[src/rtl/cl_pkg.sv]
package cl_pkg;

    localparam logic [7:0] ADDR_WRITE = 8'hE0;
    localparam logic [7:0] ADDR_READ  = 8'hE1;

    typedef enum logic [3:0] {
        M_IDLE, M_PRE, M_WSEL, M_WADDR, M_WGAP, M_WBODY, M_POLL,
        M_RSEL, M_RADDR, M_RGAP, M_RLEN, M_RBODY, M_FINISH
    } mst_state_t;

    typedef enum logic [1:0] {
        BIDLE, BLOW, BDATA, BHIGH
    } bit_state_t;

endpackage

[src/rtl/cl_tick_timer.sv]
module cl_tick_timer #(
    parameter int LIMIT = 4
) (
    input  logic clk,
    input  logic rst_n,
    input  logic run,
    input  logic tick,
    output logic expire
);
    localparam int CW = (LIMIT < 2) ? 1 : $clog2(LIMIT);

    logic [CW-1:0] cnt;

    assign expire = run && tick && (cnt == CW'(LIMIT - 1));

    always_ff @(posedge clk or negedge rst_n) begin
        if (!rst_n)
            cnt <= '0;
        else if (!run || expire)
            cnt <= '0;
        else if (tick)
            cnt <= cnt + 1'b1;
    end


    count_in_range_chk: assert property (@(posedge clk) disable iff (!rst_n)
        cnt <= CW'(LIMIT - 1));

endmodule

[src/rtl/cl_byte_shifter.sv]
module cl_byte_shifter
    import cl_pkg::*;
#(
    parameter int BIT_TICKS = 30
) (
    input  logic       clk,
    input  logic       rst_n,
    input  logic       tick,
    input  logic       go,
    input  logic       rd_mode,
    input  logic [7:0] tx_byte,
    input  logic       din,
    output logic       active,
    output logic       fin,
    output logic [7:0] rx_byte,
    output logic       line_clk,
    output logic       line_dout,
    output logic       line_oe
);
    bit_state_t st, st_nx;
    logic       rd_r;
    logic [7:0] tx_r;
    logic [7:0] rx_r;
    logic [2:0] bit_idx;
    logic       dout_r;
    logic       fin_r;
    logic       step_exp;

    cl_tick_timer #(.LIMIT(BIT_TICKS)) i_step (
        .clk    (clk),
        .rst_n  (rst_n),
        .run    (st != BIDLE),
        .tick   (tick),
        .expire (step_exp)
    );

    always_comb begin
        st_nx = st;
        unique case (st)
            BIDLE: if (go) st_nx = BLOW;
            BLOW:  if (step_exp) st_nx = rd_r ? BHIGH : BDATA;
            BDATA: if (step_exp) st_nx = BHIGH;
            BHIGH: if (step_exp) st_nx = (bit_idx == 3'd7) ? BIDLE : BLOW;
            default: st_nx = BIDLE;
        endcase
    end

    always_ff @(posedge clk or negedge rst_n) begin
        if (!rst_n) st <= BIDLE;
        else        st <= st_nx;
    end

    always_ff @(posedge clk or negedge rst_n) begin
        if (!rst_n) begin
            rd_r    <= 1'b0;
            tx_r    <= '0;
            rx_r    <= '0;
            bit_idx <= '0;
            dout_r  <= 1'b1;
            fin_r   <= 1'b0;
        end else begin
            fin_r <= 1'b0;
            if (st == BIDLE && go) begin
                rd_r    <= rd_mode;
                tx_r    <= tx_byte;
                bit_idx <= '0;
            end
            if (st == BLOW && step_exp && !rd_r)
                dout_r <= tx_r[3'd7 - bit_idx];
            if (st == BHIGH && step_exp) begin
                if (rd_r) rx_r <= {rx_r[6:0], din};
                bit_idx <= bit_idx + 3'd1;
                if (bit_idx == 3'd7) begin
                    fin_r  <= 1'b1;
                    dout_r <= 1'b1;
                end
            end
        end
    end

    always_comb begin
        active    = (st != BIDLE);
        fin       = fin_r;
        rx_byte   = rx_r;
        line_clk  = !(st == BLOW || st == BDATA);
        line_dout = dout_r;
        line_oe   = !(active && rd_r);
    end


    clk_rise_on_tick_chk: assert property (@(posedge clk) disable iff (!rst_n)
        $rose(line_clk) |-> $past(tick));


    data_stable_high_chk: assert property (@(posedge clk) disable iff (!rst_n)
        (line_clk && $past(line_clk) && active) |-> $stable(line_dout));

endmodule

[src/rtl/cmdlink_master.sv]
module cmdlink_master
    import cl_pkg::*;
#(
    parameter int BIT_TICKS  = 30,
    parameter int GAP_TICKS  = 1000,
    parameter int MAX_LEN    = 14,
    parameter int POLL_TRIES = 8
) (
    input  logic       clk,
    input  logic       rst_n,
    input  logic       tick,
    input  logic       start,
    input  logic [7:0] tx_len,
    output logic [3:0] pay_addr,
    input  logic [7:0] pay_data,
    output logic       lnk_dout,
    output logic       lnk_oe,
    input  logic       lnk_din,
    output logic       lnk_sel,
    output logic       lnk_clk,
    input  logic       lnk_busy,
    output logic       done,
    output logic       timeout,
    output logic [7:0] rx_data,
    output logic       rx_valid,
    output logic       rx_last
);
    localparam int IW = 4;
    localparam int PW = $clog2(POLL_TRIES + 1);
    localparam logic [7:0] MAXB = 8'(MAX_LEN);

    mst_state_t state, state_nx;
    logic [7:0]    len_r;
    logic [7:0]    fi;
    logic [7:0]    sum_r;
    logic [7:0]    rem;
    logic [PW-1:0] tries;
    logic          to_r;
    logic          inflight;

    logic          gap_run, gap_exp;
    logic          shift_st, sh_go, sh_rd, sh_active, sh_fin;
    logic [7:0]    sh_tx, sh_rx;
    logic          sh_clk, sh_dout, sh_oe;

    cl_tick_timer #(.LIMIT(GAP_TICKS)) i_gap (
        .clk    (clk),
        .rst_n  (rst_n),
        .run    (gap_run),
        .tick   (tick),
        .expire (gap_exp)
    );

    cl_byte_shifter #(.BIT_TICKS(BIT_TICKS)) i_shift (
        .clk       (clk),
        .rst_n     (rst_n),
        .tick      (tick),
        .go        (sh_go),
        .rd_mode   (sh_rd),
        .tx_byte   (sh_tx),
        .din       (lnk_din),
        .active    (sh_active),
        .fin       (sh_fin),
        .rx_byte   (sh_rx),
        .line_clk  (sh_clk),
        .line_dout (sh_dout),
        .line_oe   (sh_oe)
    );

    // next-state
    always_comb begin
        state_nx = state;
        unique case (state)
            M_IDLE:   if (start) state_nx = M_PRE;
            M_PRE:    if (gap_exp) state_nx = M_WSEL;
            M_WSEL:   if (gap_exp) state_nx = M_WADDR;
            M_WADDR:  if (sh_fin) state_nx = M_WGAP;
            M_WGAP:   if (gap_exp) state_nx = M_WBODY;
            M_WBODY:  if (sh_fin && fi == len_r + 8'd1) state_nx = M_POLL;
            M_POLL:   if (gap_exp) begin
                          if (!lnk_busy) state_nx = M_RSEL;
                          else if (tries == PW'(POLL_TRIES - 1)) state_nx = M_FINISH;
                      end
            M_RSEL:   if (gap_exp) state_nx = M_RADDR;
            M_RADDR:  if (sh_fin) state_nx = M_RGAP;
            M_RGAP:   if (gap_exp) state_nx = M_RLEN;
            M_RLEN:   if (sh_fin) state_nx = M_RBODY;
            M_RBODY:  if (sh_fin && rem == 8'd1) state_nx = M_FINISH;
            M_FINISH: state_nx = M_IDLE;
            default:  state_nx = M_IDLE;
        endcase
    end

    always_ff @(posedge clk or negedge rst_n) begin
        if (!rst_n) state <= M_IDLE;
        else        state <= state_nx;
    end

    // datapath registers
    always_ff @(posedge clk or negedge rst_n) begin
        if (!rst_n) begin
            len_r    <= '0;
            fi       <= '0;
            sum_r    <= '0;
            rem      <= '0;
            tries    <= '0;
            to_r     <= 1'b0;
            inflight <= 1'b0;
        end else begin
            if (sh_go)       inflight <= 1'b1;
            else if (sh_fin) inflight <= 1'b0;
            unique case (state)
                M_IDLE: if (start) begin
                    len_r <= (tx_len > MAXB) ? MAXB : tx_len;
                    fi    <= '0;
                    sum_r <= '0;
                    tries <= '0;
                    to_r  <= 1'b0;
                end
                M_WBODY: begin
                    if (sh_go && fi <= len_r) sum_r <= sum_r + sh_tx;
                    if (sh_fin) fi <= fi + 8'd1;
                end
                M_POLL: if (gap_exp && lnk_busy) begin
                    tries <= tries + 1'b1;
                    if (tries == PW'(POLL_TRIES - 1)) to_r <= 1'b1;
                end
                M_RLEN: if (sh_fin)
                    rem <= ((sh_rx > MAXB) ? MAXB : sh_rx) + 8'd1;
                M_RBODY: if (sh_fin) rem <= rem - 8'd1;
                default: ;
            endcase
        end
    end

    // outputs
    always_comb begin
        gap_run  = (state == M_PRE)  || (state == M_WSEL) || (state == M_WGAP) ||
                   (state == M_POLL) || (state == M_RSEL) || (state == M_RGAP);
        shift_st = (state == M_WADDR) || (state == M_WBODY) || (state == M_RADDR) ||
                   (state == M_RLEN)  || (state == M_RBODY);
        sh_go    = shift_st && !inflight;
        sh_rd    = (state == M_RLEN) || (state == M_RBODY);
        pay_addr = (fi == 8'd0) ? '0 : IW'(fi - 8'd1);
        unique case (state)
            M_WADDR: sh_tx = ADDR_WRITE;
            M_RADDR: sh_tx = ADDR_READ;
            M_WBODY: sh_tx = (fi == 8'd0)  ? len_r :
                             (fi <= len_r) ? pay_data : (8'd0 - sum_r);
            default: sh_tx = 8'd0;
        endcase
        lnk_sel  = (state == M_IDLE) || (state == M_PRE) ||
                   (state == M_POLL) || (state == M_FINISH);
        lnk_clk  = sh_clk;
        lnk_dout = sh_dout;
        lnk_oe   = sh_oe;
        done     = (state == M_FINISH);
        timeout  = to_r;
        rx_data  = sh_rx;
        rx_valid = sh_fin && sh_rd;
        rx_last  = sh_fin && (state == M_RBODY) && (rem == 8'd1);
    end


    clk_inside_frame_chk: assert property (@(posedge clk) disable iff (!rst_n)
        !lnk_clk |-> !lnk_sel);


    release_inside_frame_chk: assert property (@(posedge clk) disable iff (!rst_n)
        !lnk_oe |-> !lnk_sel);


    done_single_pulse_chk: assert property (@(posedge clk) disable iff (!rst_n)
        done |=> !done);


    timeout_with_done_chk: assert property (@(posedge clk) disable iff (!rst_n)
        $rose(timeout) |-> done);


    last_has_valid_chk: assert property (@(posedge clk) disable iff (!rst_n)
        rx_last |-> rx_valid);


    busy_shift_idle_chk: assert property (@(posedge clk) disable iff (!rst_n)
        (state == M_IDLE) |-> !sh_active);

endmodule

[config.mk]
export PLATFORM = sky130hd
export DESIGN_NAME = cmdlink_master
export DESIGN_NICKNAME = d
export VERILOG_FILES = /design/src/rtl/cl_pkg.sv /design/src/rtl/cl_tick_timer.sv /design/src/rtl/cl_byte_shifter.sv /design/src/rtl/cmdlink_master.sv
export SDC_FILE = /design/constraint.sdc
export NUM_CORES = 1
export LEC_CHECK = 0
export CORE_ASPECT_RATIO = 1.2
export CORE_MARGIN = 1
export CORE_UTILIZATION = 44
export DETAILED_ROUTE_END_ITERATION = 10
export GPL_ROUTABILITY_DRIVEN = 0
export PLACE_DENSITY = 0.74
export SETUP_SLACK_MARGIN = 0.15
export SKIP_CTS_REPAIR_TIMING = 1
export SLEW_MARGIN = 30
export SYNTH_ARGS = -nofsm -noshare
export SYNTH_HDL_FRONTEND = slang
export SYNTH_SLANG_ARGS = --single-unit
[constraint.sdc]
create_clock -name clk -period 5.52 [get_ports clk]
set_clock_uncertainty 0.2 [all_clocks]
set_input_delay 0.828 -clock clk [delete_from_list [all_inputs] [get_ports clk]]
set_output_delay 0.828 -clock clk [all_outputs]
set_load 0.05 [all_outputs]
# Word level (Yosys, flattened, before mapping)
# Index checks and enable logic that the tools add are counted.
[totals]
ff_bits = 81
input_bits = 22
elab_cells = 193
[classes]
add_sub_neg = 12
n_lt_le_gt_ge = 4
eq_ne = 43
mux = 58
reduce_logical = 59
[ops]
columns = ["cell", "n"]
rows = [
  ["8-bit 2-to-1 mux", 9],
  ["4-bit 2-to-1 mux", 17],
  ["4-bit one-hot mux with 12 select lines", 1],
  ["8-bit one-hot mux with 2 select lines", 3],
  ["2-bit != test (second input constant)", 15],
  ["8-bit by 1-bit adder with 8-bit output (second input constant)", 3],
  ["8-bit one-hot mux with 3 select lines", 1],
  ["4-bit by 3-bit == test with 1-bit output (second input constant)", 5],
  ["4-bit == test (second input constant)", 5],
  ["10-bit 2-to-1 mux", 2],
  ["1-bit logical AND", 17],
  ["8-bit by 4-bit > comparator with 1-bit output (second input constant)", 2],
  ["1-bit logical OR", 16],
  ["2-bit nonzero test", 8],
  ["1-bit 2-to-1 mux", 13],
  ["13-bit AND reduction", 1],
  ["2-bit by 1-bit != test with 1-bit output (second input constant)", 6],
  ["3-bit AND reduction", 4],
  ["10-bit by 1-bit adder with 10-bit output (second input constant)", 1],
  ["10-bit == test (second input constant)", 1],
  ["5-bit 2-to-1 mux", 2],
  ["8-bit adder", 1],
  ["4-bit by 2-bit == test with 1-bit output (second input constant)", 2],
  ["8-bit by 1-bit == test with 1-bit output (second input constant)", 1],
  ["other kinds (28)", 40],
]

# Longest topological paths before layout
[depth]
ltp_word = 11
ltp_mapped = 17

# Modules after synthesis
# A second synthesis with hierarchy kept.
[hier_totals]
hier_cells = 560
hier_area_um2 = 5203.7
[modules_own_cells]
columns = ["mod", "instances", "cells_each", "area_per_inst_um2"]
rows = [
  ["cmdlink_master", 1, 401, 3294.4],
  ["cl_byte_shifter", 1, 79, 1101.1],
  ["cl_tick_timer at i_gap", 1, 55, 526.8],
  ["cl_tick_timer at i_shift.i_step", 1, 25, 281.5],
]

# Worst setup path before layout
# No wires, ideal clock.
[synth_path]
path_kind = "register to register"
from = "register fi[0]"
to = "register sum_r[7]"
setup_time_ns = 0.132
t_arrival_ns = 3.777
required_time_ns = 5.188
path_slack_ns = 1.412
stages_incl_launch_ff = 15
path_buffers = 1
period_less_slack_ns = 4.108
cell_sequence = "dfrtp_1 inv_1 ha_1 or4b_2 or4_1 buf_2 a211oi_1 ha_1 a21o_1 a211oi_1 nor2_1 o41ai_1 a2111oi_1 a211oi_1 o31ai_1"
[synth_via]
elab_chain_cells = 7
[synth_rtl]
columns = ["item", "line", "source"]
rows = [
  ["start: declaration", "cmdlink_master.sv:34", "logic [7:0] fi;"],
  ["start signal: assignment", "cmdlink_master.sv:122", "if (sh_fin) fi <= fi + 8'd1;"],
  ["8-bit <= comparator", "cmdlink_master.sv:149", "(fi <= len_r) ? pay_data : (8'd0 - sum_r);"],
  ["8-bit 2-to-1 mux", "cmdlink_master.sv:149", ""],
  ["8-bit 2-to-1 mux (*)", "cmdlink_master.sv:148", "M_WBODY: sh_tx = (fi == 8'd0) ? len_r :"],
  ["8-bit one-hot mux with 3 select lines (*)", "cmdlink_master.sv:145", "unique case (state)"],
  ["named net i_shift.tx_byte[1]", "cl_byte_shifter.sv:11", "input logic [7:0] tx_byte,"],
  ["8-bit adder (*)", "cmdlink_master.sv:121", "if (sh_go && fi <= len_r) sum_r <= sum_r + sh_tx;"],
  ["8-bit 2-to-1 mux (*)", "cmdlink_master.sv:121", ""],
  ["8-bit one-hot mux with 2 select lines (*)", "cmdlink_master.sv:112", "unique case (state)"],
  ["end signal: assignment", "cmdlink_master.sv:121", ""],
  ["end: declaration", "cmdlink_master.sv:35", "logic [7:0] sum_r;"],
]
# Mark *: on every way through the listed nets, which the timed path passes. The rest lies on a longest branch. The select of a mux whose other input is x is not followed.
# A chain may end at the register's enable or synchronous reset.

# Worst setup path after layout
# Ends and elaborated chain as after synthesis.

==> metrics <==
Async SR Flop Fraction 100%; Clk Latency, worst-skew pair 0.35 ns; Post-Route WL 11600 um; # IOs between 40 and 50; first-pass GRT wire length 19300 um; worst-path fanout max 10; Initial Util 45.8%; setup TNS 0 ns; CTS tree built; remaining antenna violation count 0; chip width 100 um; die area between 0.01 and 0.015 mm2; max-cap violations 0; register area share after synthesis 39.7%; PortBufs 41; clock sink total 81; final setup fails 0; half-perimeter wire length after placement 8310 um; num rows 42; CP startpoint kind flip-flop; Final Hold Fails 0; Post-synth EDFFs 0; H-tree levels 3; FF/Latch Area 0.00203 mm2; max frequency 213 MHz; clock buffer count from CTS 9; routed vias roughly 4200; outcome completed; post-synth net total just over 600; Buf/Inv on CP 1; crit-path cells inv_1 > ha_1 > or4b_2 > or4_1 > a211oi_1 > ha_1 > a21o_1 > a211oi_1 > nor2_1 > o41ai_1 > a2111oi_1 > a211oi_1 > o31ai_1; WP data arrival 4.70 ns; vias in the first global route 4066; largest net degree at the start of global routing 82; CP endpoint kind flip-flop; CTS root buf clkbuf_16; relative slew slack a little under half; r2r setup slk 0.82 ns; Antenna diodes 0; Peak VDD IR ~140 uV; initial antenna violation count 0; Die Y-Extent approximately 120 um; vias per cell 5.59; Yosys top cell by area dfrtp_1; Core Region between 0.01 and 0.015 mm2; share of cells above drive strength 1 8.51%; WL/cell approximately 15 um; P&R area growth vs syn 17.2%; busiest grt layer met2; met1 global-route usage between 20% and 30%; measured slew at the worst slew-check pin 0.776 ns; Ys Warns 0; met3 Track Usage GR 3.67%; Total GRT Usage 20.4%; dominant synthesized flop cell dfrtp_1; Post-Syn Area a little over 0.005 mm2; CP Data Required Time 5.52 ns; Nets 649; # fillers 988; clk slew on worst S/H paths 0.06 ns; DRC Markers 0; CP most frequent cell a211oi_1; Total Power around 2.6 mW; CP Class flip-flop to flip-flop; Worst path top cell family by delay compound AO/OA/AOI/OAI gates; leading cell type in the layout, fill and taps excluded dfrtp_1; Longest Clk Path Bufs 2; WP depth 13; HP Class flip-flop to flip-flop; Tcrit/Tclk final 85.1%; R2R depth 13; drt pass-1 iters 5; critical path's slowest cell or4b_2; RSZ-0062 raised after global routing false; 1st-iter DRT viols between 150 and 200; Final Max Slew Viols 0; CP peak stage delay 0.60 ns; Unique masters post-synth 62; Power Dens Cells 443 mW/mm2; Multi-input gate area 0.00289 mm2; grt ovf 0; Hold Path Cell Cnt 1; Seq cells post-synth 81; met2 Use GR 33.8%; synth top area cells dfrtp_1, ha_1, nor2_1, o21ai_0, xor2_1; Synth top area share between 30% and 40%; Mapped Avg Cell Area 9.13 um2; total leakage power between 2 and 3 nW; most frequent cells in the layout dfrtp_1, nor2_1, o21ai_0, nand2_1, clkdlybuf4s50_1; fin crit period ~4.7 ns; cells after synthesis 559
[layout make-up]
class,count,share of cell area (%)
sequential,81,33.9
tap,154,3.22
multi-input combinational,428,48.3
clock buffer,9,3.76
clock inverter,7,1.67
inverter,30,1.88
timing repair buffer,44,7.25
[cells by family after synthesis]
family	after synthesis	share of synthesized area, %
compound gates	115	14.5
simple gates	212	20.7
mux	24	5.61
fa+ha+maj	33	8.23
flops	81	39.7
buf+inv	50	3.75
xor+xnor	44	7.55
[routing by layer]
layer	vias up	routed length, um
li1	2064	-
met1	2052	5240
met2	75	5650
met3	19	403
met4	0	263
met5	-	0
[synth_stat cells (4+ instances only)]
library cell / count
or4_1: 6
nor3_1: 14
a211oi_1: 10
clkbuf_1: 15
a21o_1: 7
mux2i_1: 5
nand4_1: 9
xor2_1: 23
nand2b_1: 4
a31oi_1: 4
xnor2_1: 21
nor2_1: 65
inv_1: 30
o31ai_1: 4
dfrtp_1: 80
and3_1: 8
a21oi_1: 15
nand3b_1: 5
nand3_1: 29
or3_1: 4
mux2_2: 17
nor4_1: 4
nand2_1: 41
o21ai_0: 43
ha_1: 32
o211ai_1: 6
a22o_1: 4
[where the power goes]
part	internal, mW	switching (mW)	total (mW)
sequential	0.693	0.151	0.844
combinational	0.460	0.689	1.15
clock	0.401	0.255	0.656
total	1.55	1.09	2.65
[worst paths after layout]
kind / from / endpoint
worst max-delay path: fi[0]$_DFFE_PN0P_ / sum_r[7]$_DFFE_PN0P_
min in group asynchronous: rst_n / fi[4]$_DFFE_PN0P_
max in group asynchronous: rst_n / i_shift.bit_idx[0]$_DFFE_PN0P_
worst min register to register: inflight$_DFFE_PN0P_ / inflight$_DFFE_PN0P_
worst min-delay path: inflight$_DFFE_PN0P_ / inflight$_DFFE_PN0P_
worst max register to register: fi[0]$_DFFE_PN0P_ / sum_r[7]$_DFFE_PN0P_
[per-stage QoR]
step	worst slack (ns)	instance area [um2]	utilization [%]	instances	hold slack (ns)
finish	0.821	5990	53.7	753	0.309
CTS	0.876	5980	53.7	753	0.313
floorplan	1.41	5110	-	559	0.265
global placement	1.11	5650	50.7	737	0.286
global route	0.472	5990	53.7	753	0.325
detailed placement	0.968	5650	50.8	737	0.296
[state kept, by name, indices dropped and copies added, names as in the netlist, 5 cells and up]
signal              cells
len_r                   8
i_shift.rx_byte         8
sum_r                   8
i_shift.i_step.cnt      5
rem                     8
i_shift.tx_r            8
fi                      8
i_gap.cnt              10
Power figures use the tool's default switching activity.
